<file path="config.mk">
export PLATFORM = sky130hd
export DESIGN_NAME = axlb_bridge
export DESIGN_NICKNAME = d
export VERILOG_FILES = /design/src/rtl/axlb_pkg.sv /design/src/rtl/axlb_xfer.sv /design/src/rtl/axlb_regs.sv /design/src/rtl/axlb_bridge.sv
export SDC_FILE = /design/constraint.sdc
export NUM_CORES = 1
export LEC_CHECK = 0
export BUFFER_PORTS_ARGS = -buffer_cell sky130_fd_sc_hd__buf_2
export CAP_MARGIN = 0
export CORE_MARGIN = 4
export CORE_UTILIZATION = 60
export CTS_BUF_LIST = sky130_fd_sc_hd__clkbuf_4
export CTS_CLUSTER_DIAMETER = 150
export DETAILED_ROUTE_END_ITERATION = 10
export PLACE_DENSITY = 0.95
export SLEW_MARGIN = 30
export SYNTH_ARGS = -nofsm -noshare
export SYNTH_HDL_FRONTEND = slang
export SYNTH_SLANG_ARGS = --single-unit
</file>
<file path="constraint.sdc">
create_clock -name clk -period 3.1 [get_ports clk]
set_input_delay 0.465 -clock clk [delete_from_list [all_inputs] [get_ports clk]]
set_output_delay 0.465 -clock clk [all_outputs]
set_load 0.05 [all_outputs]
</file>
<file path="src/rtl/axlb_pkg.sv">
package axlb_pkg;

    localparam int HW   = 16;
    localparam int AW   = 32;
    localparam int RA_W = 3;
    localparam int NEV  = 5;

    localparam logic [RA_W-1:0] OFS_STAT = 3'd0;
    localparam logic [RA_W-1:0] OFS_CTRL = 3'd1;
    localparam logic [RA_W-1:0] OFS_ALO  = 3'd2;
    localparam logic [RA_W-1:0] OFS_AHI  = 3'd3;
    localparam logic [RA_W-1:0] OFS_WLO  = 3'd4;
    localparam logic [RA_W-1:0] OFS_WHI  = 3'd5;
    localparam logic [RA_W-1:0] OFS_RLO  = 3'd6;
    localparam logic [RA_W-1:0] OFS_RHI  = 3'd7;

    // event vector index; index i maps to register bit 11+i
    localparam int EV_IRQ = 0;
    localparam int EV_ERR = 1;
    localparam int EV_TMO = 2;
    localparam int EV_WR  = 3;
    localparam int EV_RD  = 4;

    localparam logic [AW-1:0] ADDR_STEP = 32'd4;

    typedef enum logic [1:0] {X_IDLE, X_WRITE, X_READ} xst_e;
    typedef enum logic [1:0] {RES_OK, RES_ERR, RES_TMO} res_e;

    typedef struct packed {
        logic          go;
        logic          is_read;
        logic [AW-1:0] addr;
        logic [AW-1:0] wdata;
    } req_t;

    typedef struct packed {
        logic          valid;
        res_e          res;
        logic          is_read;
        logic [AW-1:0] rdata;
    } done_t;

    // codes 0x8..0xB start a transfer
    function automatic logic cmd_is_xfer(input logic [3:0] c);
        return c[3:2] == 2'b10;
    endfunction

    function automatic logic [HW-1:0] status_word(input logic [NEV-1:0] ev,
                                                  input logic avail,
                                                  input logic busy,
                                                  input logic init);
        return {ev, 3'b000, avail, busy, init, 5'b00000};
    endfunction

endpackage

</file>
<file path="src/rtl/axlb_xfer.sv">
module axlb_xfer
    import axlb_pkg::*;
#(
    parameter int TMO_CYCLES = 64
) (
    input  logic          clk,
    input  logic          rst,
    input  req_t          req,
    output done_t         done,
    output logic          busy,
    output logic [AW-1:0] awaddr,
    output logic          awvalid,
    input  logic          awready,
    output logic [AW-1:0] wdata,
    output logic [AW/8-1:0] wstrb,
    output logic          wvalid,
    input  logic          wready,
    input  logic [1:0]    bresp,
    input  logic          bvalid,
    output logic          bready,
    output logic [AW-1:0] araddr,
    output logic          arvalid,
    input  logic          arready,
    input  logic [AW-1:0] rdata,
    input  logic [1:0]    rresp,
    input  logic          rvalid,
    output logic          rready
);

    localparam int CW = $clog2(TMO_CYCLES + 1);
    localparam logic [CW-1:0] CNT_LAST = CW'(TMO_CYCLES - 1);

    xst_e          st;
    logic          aw_done, w_done, ar_done;
    logic [CW-1:0] cnt;
    logic [AW-1:0] addr_q, wdata_q;
    logic          resp_hit, tmo_hit;
    logic [1:0]    resp;

    always_comb begin
        resp_hit     = (st == X_WRITE && bvalid) || (st == X_READ && rvalid);
        resp         = (st == X_READ) ? rresp : bresp;
        tmo_hit      = (st != X_IDLE) && !resp_hit && (cnt == CNT_LAST);
        done.valid   = resp_hit || tmo_hit;
        done.res     = tmo_hit ? RES_TMO : (resp[1] ? RES_ERR : RES_OK);
        done.is_read = (st == X_READ);
        done.rdata   = rdata;
    end

    assign busy    = (st != X_IDLE);
    assign awaddr  = addr_q;
    assign araddr  = addr_q;
    assign wdata   = wdata_q;
    assign wstrb   = '1;
    assign awvalid = (st == X_WRITE) && !aw_done;
    assign wvalid  = (st == X_WRITE) && !w_done;
    assign bready  = (st == X_WRITE);
    assign arvalid = (st == X_READ) && !ar_done;
    assign rready  = (st == X_READ);

    always_ff @(posedge clk) begin
        if (rst) begin
            st      <= X_IDLE;
            aw_done <= 1'b0;
            w_done  <= 1'b0;
            ar_done <= 1'b0;
            cnt     <= '0;
            addr_q  <= '0;
            wdata_q <= '0;
        end else if (st == X_IDLE) begin
            if (req.go) begin
                st      <= req.is_read ? X_READ : X_WRITE;
                addr_q  <= req.addr;
                wdata_q <= req.wdata;
                aw_done <= 1'b0;
                w_done  <= 1'b0;
                ar_done <= 1'b0;
                cnt     <= '0;
            end
        end else if (done.valid) begin
            st <= X_IDLE;
        end else begin
            cnt <= cnt + 1'b1;
            if (awvalid && awready) aw_done <= 1'b1;
            if (wvalid && wready)   w_done  <= 1'b1;
            if (arvalid && arready) ar_done <= 1'b1;
        end
    end

    // write address held until accepted unless the transfer ends
    p_aw_hold_r2: assert property (@(posedge clk) disable iff (rst)
        (awvalid && !awready && !done.valid) |=> awvalid);

    // no request channel is active while idle
    p_idle_quiet_r9: assert property (@(posedge clk) disable iff (rst)
        !busy |-> !(awvalid || wvalid || arvalid || bready || rready));

    // the watchdog never passes its limit
    p_tmo_bound_r8: assert property (@(posedge clk) disable iff (rst)
        cnt < CW'(TMO_CYCLES));

    // one outcome per transaction, then idle
    p_single_outcome_r12: assert property (@(posedge clk) disable iff (rst)
        done.valid |=> (!done.valid && !busy));

endmodule

</file>
<file path="src/rtl/axlb_regs.sv">
module axlb_regs
    import axlb_pkg::*;
(
    input  logic            clk,
    input  logic            rst,
    input  logic [RA_W-1:0] hst_addr,
    input  logic [HW-1:0]   hst_wdata,
    input  logic            hst_wr,
    output logic [HW-1:0]   hst_rdata,
    input  logic            axi_irq_i,
    output logic            irq_o,
    input  logic            busy,
    input  done_t           done,
    output req_t            req
);

    logic [NEV-1:0] ev, en, raw, set_m, clr_m;
    logic [HW-1:0]  alo, ahi, wlo, whi, rlo, rhi;
    logic           avail, init_q, inc_q;
    logic           wr_stat, wr_ctrl, start, data_wr_ok, ok_done;
    logic [AW-1:0]  addr_next;

    always_comb begin
        wr_stat    = hst_wr && (hst_addr == OFS_STAT);
        wr_ctrl    = hst_wr && (hst_addr == OFS_CTRL);
        start      = wr_ctrl && !busy && cmd_is_xfer(hst_wdata[3:0]);
        data_wr_ok = hst_wr && !busy;
        ok_done    = done.valid && (done.res == RES_OK);
        raw = '0;
        if (done.valid) begin
            unique case (done.res)
                RES_OK:  raw[done.is_read ? EV_RD : EV_WR] = 1'b1;
                RES_ERR: raw[EV_ERR] = 1'b1;
                default: raw[EV_TMO] = 1'b1;
            endcase
        end
        raw[EV_IRQ] = axi_irq_i;
        set_m     = raw & en;
        clr_m     = wr_stat ? hst_wdata[HW-1 -: NEV] : '0;
        addr_next = {ahi, alo} + ADDR_STEP;
    end

    assign req.go      = start;
    assign req.is_read = hst_wdata[1];
    assign req.addr    = {ahi, alo};
    assign req.wdata   = {whi, wlo};
    assign irq_o       = |(ev & en);

    always_comb begin
        unique case (hst_addr)
            OFS_STAT: hst_rdata = status_word(ev, avail, busy, init_q);
            OFS_CTRL: hst_rdata = {en, {(HW-NEV){1'b0}}};
            OFS_ALO:  hst_rdata = alo;
            OFS_AHI:  hst_rdata = ahi;
            OFS_WLO:  hst_rdata = wlo;
            OFS_WHI:  hst_rdata = whi;
            OFS_RLO:  hst_rdata = rlo;
            default:  hst_rdata = rhi;
        endcase
    end

    always_ff @(posedge clk) begin
        if (rst) begin
            ev <= '0; en <= '0;
            alo <= '0; ahi <= '0; wlo <= '0; whi <= '0; rlo <= '0; rhi <= '0;
            avail <= 1'b0; init_q <= 1'b0; inc_q <= 1'b0;
        end else begin
            init_q <= 1'b1;
            ev     <= (ev & ~clr_m) | set_m;
            if (wr_ctrl) en <= hst_wdata[HW-1 -: NEV];
            if (start) begin
                inc_q <= hst_wdata[0];
                avail <= 1'b0;
            end
            if (ok_done && done.is_read) begin
                {rhi, rlo} <= done.rdata;
                avail      <= 1'b1;
            end
            if (ok_done && inc_q) begin
                {ahi, alo} <= addr_next;
            end else if (data_wr_ok) begin
                unique case (hst_addr)
                    OFS_ALO: alo <= hst_wdata;
                    OFS_AHI: ahi <= hst_wdata;
                    OFS_WLO: wlo <= hst_wdata;
                    OFS_WHI: whi <= hst_wdata;
                    default: ;
                endcase
            end
        end
    end

    // read data available only follows a successful read
    p_avail_src_r7: assert property (@(posedge clk) disable iff (rst)
        $rose(avail) |-> $past(done.valid && done.res == RES_OK && done.is_read));

    // address writes while busy have no effect
    p_busy_ignore_r9: assert property (@(posedge clk) disable iff (rst)
        (busy && hst_wr && hst_addr == OFS_ALO && !done.valid) |=> $stable(alo));

    // post-increment adds one word with carry
    p_inc_r6: assert property (@(posedge clk) disable iff (rst)
        (ok_done && inc_q) |=> ({ahi, alo} == $past({ahi, alo}) + ADDR_STEP));

    // a write-complete flag only rises with its enable set
    p_stat_gate_r4: assert property (@(posedge clk) disable iff (rst)
        $rose(ev[EV_WR]) |-> $past(en[EV_WR]));

endmodule

</file>
<file path="src/rtl/axlb_bridge.sv">
module axlb_bridge
    import axlb_pkg::*;
#(
    parameter int TMO_CYCLES = 64
) (
    input  logic        clk,
    input  logic        rst,
    input  logic [2:0]  hst_addr,
    input  logic [15:0] hst_wdata,
    input  logic        hst_wr,
    output logic [15:0] hst_rdata,
    input  logic        axi_irq_i,
    output logic        irq_o,
    output logic [31:0] m_awaddr,
    output logic        m_awvalid,
    input  logic        m_awready,
    output logic [31:0] m_wdata,
    output logic [3:0]  m_wstrb,
    output logic        m_wvalid,
    input  logic        m_wready,
    input  logic [1:0]  m_bresp,
    input  logic        m_bvalid,
    output logic        m_bready,
    output logic [31:0] m_araddr,
    output logic        m_arvalid,
    input  logic        m_arready,
    input  logic [31:0] m_rdata,
    input  logic [1:0]  m_rresp,
    input  logic        m_rvalid,
    output logic        m_rready
);

    req_t  req;
    done_t done;
    logic  busy;

    axlb_regs u_regs (
        .clk       (clk),
        .rst       (rst),
        .hst_addr  (hst_addr),
        .hst_wdata (hst_wdata),
        .hst_wr    (hst_wr),
        .hst_rdata (hst_rdata),
        .axi_irq_i (axi_irq_i),
        .irq_o     (irq_o),
        .busy      (busy),
        .done      (done),
        .req       (req)
    );

    axlb_xfer #(.TMO_CYCLES(TMO_CYCLES)) u_xfer (
        .clk     (clk),
        .rst     (rst),
        .req     (req),
        .done    (done),
        .busy    (busy),
        .awaddr  (m_awaddr),
        .awvalid (m_awvalid),
        .awready (m_awready),
        .wdata   (m_wdata),
        .wstrb   (m_wstrb),
        .wvalid  (m_wvalid),
        .wready  (m_wready),
        .bresp   (m_bresp),
        .bvalid  (m_bvalid),
        .bready  (m_bready),
        .araddr  (m_araddr),
        .arvalid (m_arvalid),
        .arready (m_arready),
        .rdata   (m_rdata),
        .rresp   (m_rresp),
        .rvalid  (m_rvalid),
        .rready  (m_rready)
    );

endmodule

</file>
# --- Word-level counts from Yosys, hierarchy flattened ---
# Index checks and enable logic that the tools add are counted.
totals:
  inputBits: 64
  register_bits: 185
  elab_cells: 128
op_classes:
  add_sub_neg: 2
  n_reduce_logical: 49
  n_eq_ne: 13
  bitwise_logic: 6
  muxes: 38
  n_lt_le_gt_ge: 2
ops:
  columns: ["op", "count"]
  rows:
  - ["$pmux 16 s7", 1]
  - ["$mux 16", 6]
  - ["$add 32x3->32 const B", 1]
  - ["$ge 32x1->1 const B", 1]
  - ["$lt 32x5->1 const B", 1]
  - ["$mux 7", 3]
  - ["$logic_and 1x1->1", 19]
  - ["$reduce_bool 2->1", 9]
  - ["$and 5x5->5", 3]
  - ["$mux 1", 15]
  - ["$reduce_and 3->1", 5]
  - ["$mux 2", 7]
  - ["$mux 5", 2]
  - ["$reduce_and 2->1", 5]
  - ["$eq 3x3->1 const B", 3]
  - ["$add 7x1->7 const B", 1]
  - ["$eq 7x6->1 const B", 1]
  - ["$eq 3x2->1 const B", 2]
  - ["$logic_not 1->1", 5]
  - ["$not 5->5", 1]
  - ["$or 5x5->5", 1]
  - ["$reduce_or 5->1", 1]
  - ["$eq 2x1->1 const B", 2]
  - ["$eq 2x2->1 const B", 2]
  - ["other kinds (10)", 13]

# --- Longest topological paths before layout ---
depth:
  ltp_word: 12
  depth_mapped: 9
  depth_no_buf: 6

# --- Hierarchy ---
# From an unflattened synthesis, not the netlist that was laid out.
unflattened:
  hier_cells: 1130
  hier_area_um2: 9016.1
by_module_without_submodules:
  columns: ["module", "n_inst", "cells_per_inst", "area_each_um2"]
  rows:
  - ["axlb_regs", 1, 693, 5586.6]
  - ["axlb_xfer", 1, 437, 3429.5]

# --- Worst setup path before layout ---
# OpenSTA, ideal clock, no wires.
synth_path:
  kind: "input port to output port"
  startpoint: "in hst_addr[1]"
  endpoint: "out hst_rdata[14]"
  path_slack_ns: 0.117
  path_buffers: 3
  stages: 5
  arrival_ns: 2.518
  path_cell_list: "buf_2 buf_1 clkbuf_1 o22ai_1 a211oi_1"
synth_between:
  elab_chain_len: 2
synth_lines:
  columns: ["item", "line_no", "rtl"]
  rows:
  - ["start, declared", "axlb_bridge.sv:8", "input logic [2:0] hst_addr,"]
  - ["$eq 3x3->1 (tied with other cells)", "axlb_regs.sv:50", "unique case (hst_addr)"]
  - ["$pmux 16 s7 (*)", "axlb_regs.sv:50", null]
  - ["end, declared", "axlb_bridge.sv:11", "output logic [15:0] hst_rdata,"]
# Mark *: on every way between the ends. The rest lies on a longest branch, timed or not.

# --- Final worst setup path ---
layout_path:
  startpoint: "reg u_regs.ahi[0]"
  endpoint: "out hst_rdata[0]"
layout_between:
  elab_chain_len: 1
layout_lines:
  columns: ["item", "line_no", "rtl"]
  rows:
  - ["start, declared", "axlb_regs.sv:18", "logic [HW-1:0] alo, ahi, wlo, whi, rlo, rhi;"]
  - ["start signal, assigned", "axlb_regs.sv:80", "{ahi, alo} <= addr_next;"]
  - ["start signal, assigned", "axlb_regs.sv:84", "OFS_AHI: ahi <= hst_wdata;"]
  - ["$pmux 16 s7", "axlb_regs.sv:50", null]
# No other way between the ends.

==> results_dict.tcl <==
set metrics [dict create \
    grt.total_usage 0.310 \
    fin_crit_ns 2.75 \
    drt_first_pass_iters 6 \
    final_hold_viol_count 0 \
    syn_to_final_growth_pct 11.1 \
    root_buffer "clkbuf_4" \
    worstHoldPathCells 3 \
    min_path_type "in2reg" \
    rsz0062_at_grt "false" \
    synth_edf_count 0 \
    setup_tns_ns 0 \
    hpwlAfterDp_mm 18.5 \
    clock-sinks 185 \
    fin_crit_sh 0.888 \
    synthDistinctLibCells 65 \
    powerDensity_nw_per_um2 426 \
    htree_levels 4 \
    cts_buffers 17 \
    max_slew_margin 0.494 \
    maxCapViolCount 0 \
    synth_xor_area_frac 0.00608 \
    critPathLaunchType "register" \
    synth_top_family_by_area "simple AND/OR/NAND/NOR gates" \
    syn_area_sq_um 8650 \
    min_to "u_regs.rlo[2]$_SDFFE_PP0P_" \
    fp.dieArea_sq_um 16400 \
    cts.repair.resized 0 \
    antenna_left 0 \
    final_area_sq_um 9610 \
    worst_slew_pin_slew_ns 0.756 \
    critical_path_class "reg2out" \
    synth-compound-area-share 0.185 \
    skew_ns 0.0222 \
    dpl_cell_area_sq_um 9350 \
    r2r-start "u_xfer.st[1]$_SDFFE_PP0P_" \
    met3_usage 0.0917 \
    setup_viol 0 \
    synthCells 1105 \
    wl_mm 25.6 \
    ios 186 \
    grt_util_met2 0.470 \
    start_util 0.618 \
    num_vias 8585 \
    reg2reg_slack_ns 0.85 \
    antenna_cells 0 \
    drtIter0Drc 1290 \
    power.total_uw 4100 \
    busiest_layer "met2" \
    ys_seq_area_frac 0.428 \
    avgSynthCellArea_sq_um 7.83 \
    netlist.area_leader.share 0.428 \
    yosysWarnings 0 \
    port_buffers 179 \
    crit_path_max_fanout 9 \
    leakagePower_uw 0.00385 \
    critPathRequiredTime_ns 2.63 \
    die_w_um 128 \
    synth_mux_area_frac 0.0586 \
    clock.fmax_ghz 0.363 \
    drcViolationCount 0 \
    outcome "completed" \
    core_sq_um 14000 \
    ys_ff_latch 185 \
    cts_tree "yes" \
    viasPerCell 6.13 \
    setup.worst_path.start "u_regs.ahi[0]$_SDFFE_PP0P_" \
    cts_buffer_depth 2 \
    antenna_found_initial 0 \
    synth_area_leaders "dfxtp_1 (43%), nand2_1 (13%), a21oi_1 (9.2%), buf_4 (3.3%), nor2_1 (3.3%)" \
    finalNetCount 1276 \
    arrival_ns 2.29 \
    end_kind "output port" \
    clk_latency_ns 0.59 \
    grt-ovfl-total 0 \
    drt-wirelength-per-cell_um 18.3 \
    grt_pass1_vias 7778 \
    clkTransAtPathRegs_ns 0.15 \
    maxSlewViolCount 0 \
    use_met1 0.411 \
    layout_commonest_cell "nand2_1" \
    ctsHoldBuffers 0 \
    std_cell_rows 43 \
    die_y_um 128 \
    ir_drop_v 0.000302 \
    ys_async_sr_fraction 0 \
    min_from "m_rdata[2]" \
    nFillCells 1105 \
    rr_worst_depth 5 \
    rr_endpoint "u_regs.alo[14]$_SDFFE_PP0P_" \
    layout_common_cells "nand2_1 (290), dfxtp_1 (185), buf_2 (178)" \
    synth_simple_gate_area_frac 0.242 \
    synth_top_area_cell "dfxtp_1" \
    drive_gt1_frac 0.215 \
    synth_flop_cell "dfxtp_1" \
    synth_fa_ha_area_frac 0.00289 \
    grt_pass1_wl_mm 40.5 \
    cts_setup_buffers 0 \
    grt_max_degree 71 \
    gp_congestion 0.983 \
]
==> worst max path at each step <==
stage | to | slack (ns) | depth (start not counted)
floorplan | hst_rdata[14] | 0.12 | 5
global placement | hst_rdata[12] | 0.50 | 8
detailed placement | hst_rdata[12] | 0.49 | 8
CTS | hst_rdata[0] | 0.38 | 4
global route | hst_rdata[6] | 0.29 | 6
finish | hst_rdata[0] | 0.35 | 4
==> cells by family after synthesis <==
group	after synthesis
flops	185
simple gates	471
xor+xnor	6
other cells	1
compound gates	265
fa+ha+maj	2
buf+inv	128
mux	47
==> metrics by stage <==
| step | setup slack, ns | cells | utilization | hold slack (ns) |
|---|---|---|---|---|
| global route | 0.292 | 1401 | 0.687 | 0.0522 |
| global placement | 0.502 | 1371 | 0.668 | 0.442 |
| CTS | 0.379 | 1401 | 0.687 | 0.0683 |
| floorplan | 0.117 | 1108 | - | 0.431 |
| detailed placement | 0.489 | 1371 | 0.668 | 0.443 |
| finish | 0.348 | 1401 | 0.687 | 0.0969 |
==> area by class of cell <==
| cell class | count | area, sq um | area share |
|---|---|---|---|
| Sequential cell | 185 | 3700 | 0.385 |
| Inverter | 8 | 30.0 | 0.00313 |
| Tap cell | 180 | 225 | 0.0234 |
| Timing Repair Buffer | 203 | 1090 | 0.114 |
| Clock inverter | 12 | 128 | 0.0133 |
| Clock buffer | 18 | 135 | 0.0141 |
| Multi-Input combinational cell | 795 | 4300 | 0.447 |
==> worst max-delay path, stage by stage, from the launching register on <==
cell and delay, ns:
dfxtp_1 0.44, mux2_2 0.35, a222oi_1 0.53, a21oi_1 0.15
buf_2 0.24
==> Yosys cell counts (all sizes together) (2+ instances only) <==
library cell  count
or3               5
inv               8
a221oi           10
o2111a            3
a222oi            4
a31oi            24
a311oi            3
nor2b             6
mux2i            27
ha                2
xnor2             3
nand2b            4
o22a              2
nand3            18
nor3b             4
o311ai            2
and2              6
nor3             12
and3              7
mux2             19
a32oi             3
nand4            18
xor2              3
and4              4
nand3b            3
o21a              2
or4               3
a21oi           159
a41oi             3
nor2             77
buf              68
nand4b            4
o21ai            18
clkbuf           52
nor4              6
a211oi            3
dfxtp           185
a22o              5
and4bb            2
o211ai            7
a22oi            11
nand2           291
==> per-layer routing <==
layer | vias to the layer above | routed length (um)
met5 | - | 0
met4 | 0 | 1110
met3 | 92 | 3320
met2 | 568 | 11400
met1 | 3920 | 9790
li1 | 4005 | -
==> flip-flops by register name (all words and copies together) (netlist names), 2 cells and up <==
name	count
u_regs.ahi	16
u_regs.alo	16
u_regs.en	5
u_regs.ev	5
u_regs.rhi	16
u_regs.rlo	16
u_regs.whi	16
u_regs.wlo	16
u_xfer.araddr	32
u_xfer.cnt	7
u_xfer.st	2
u_xfer.wdata	32
==> report_power, final <==
group / leakage (uW) / switching, uW / internal (uW) / total, uW
combinational: 0.00222 / 254 / 105 / 360
clock: 0.000141 / 823 / 478 / 1300
sequential: 0.00149 / 37.0 / 2400 / 2440
total: 0.00385 / 1110 / 2980 / 4100
Power figures use the tool's default switching activity.
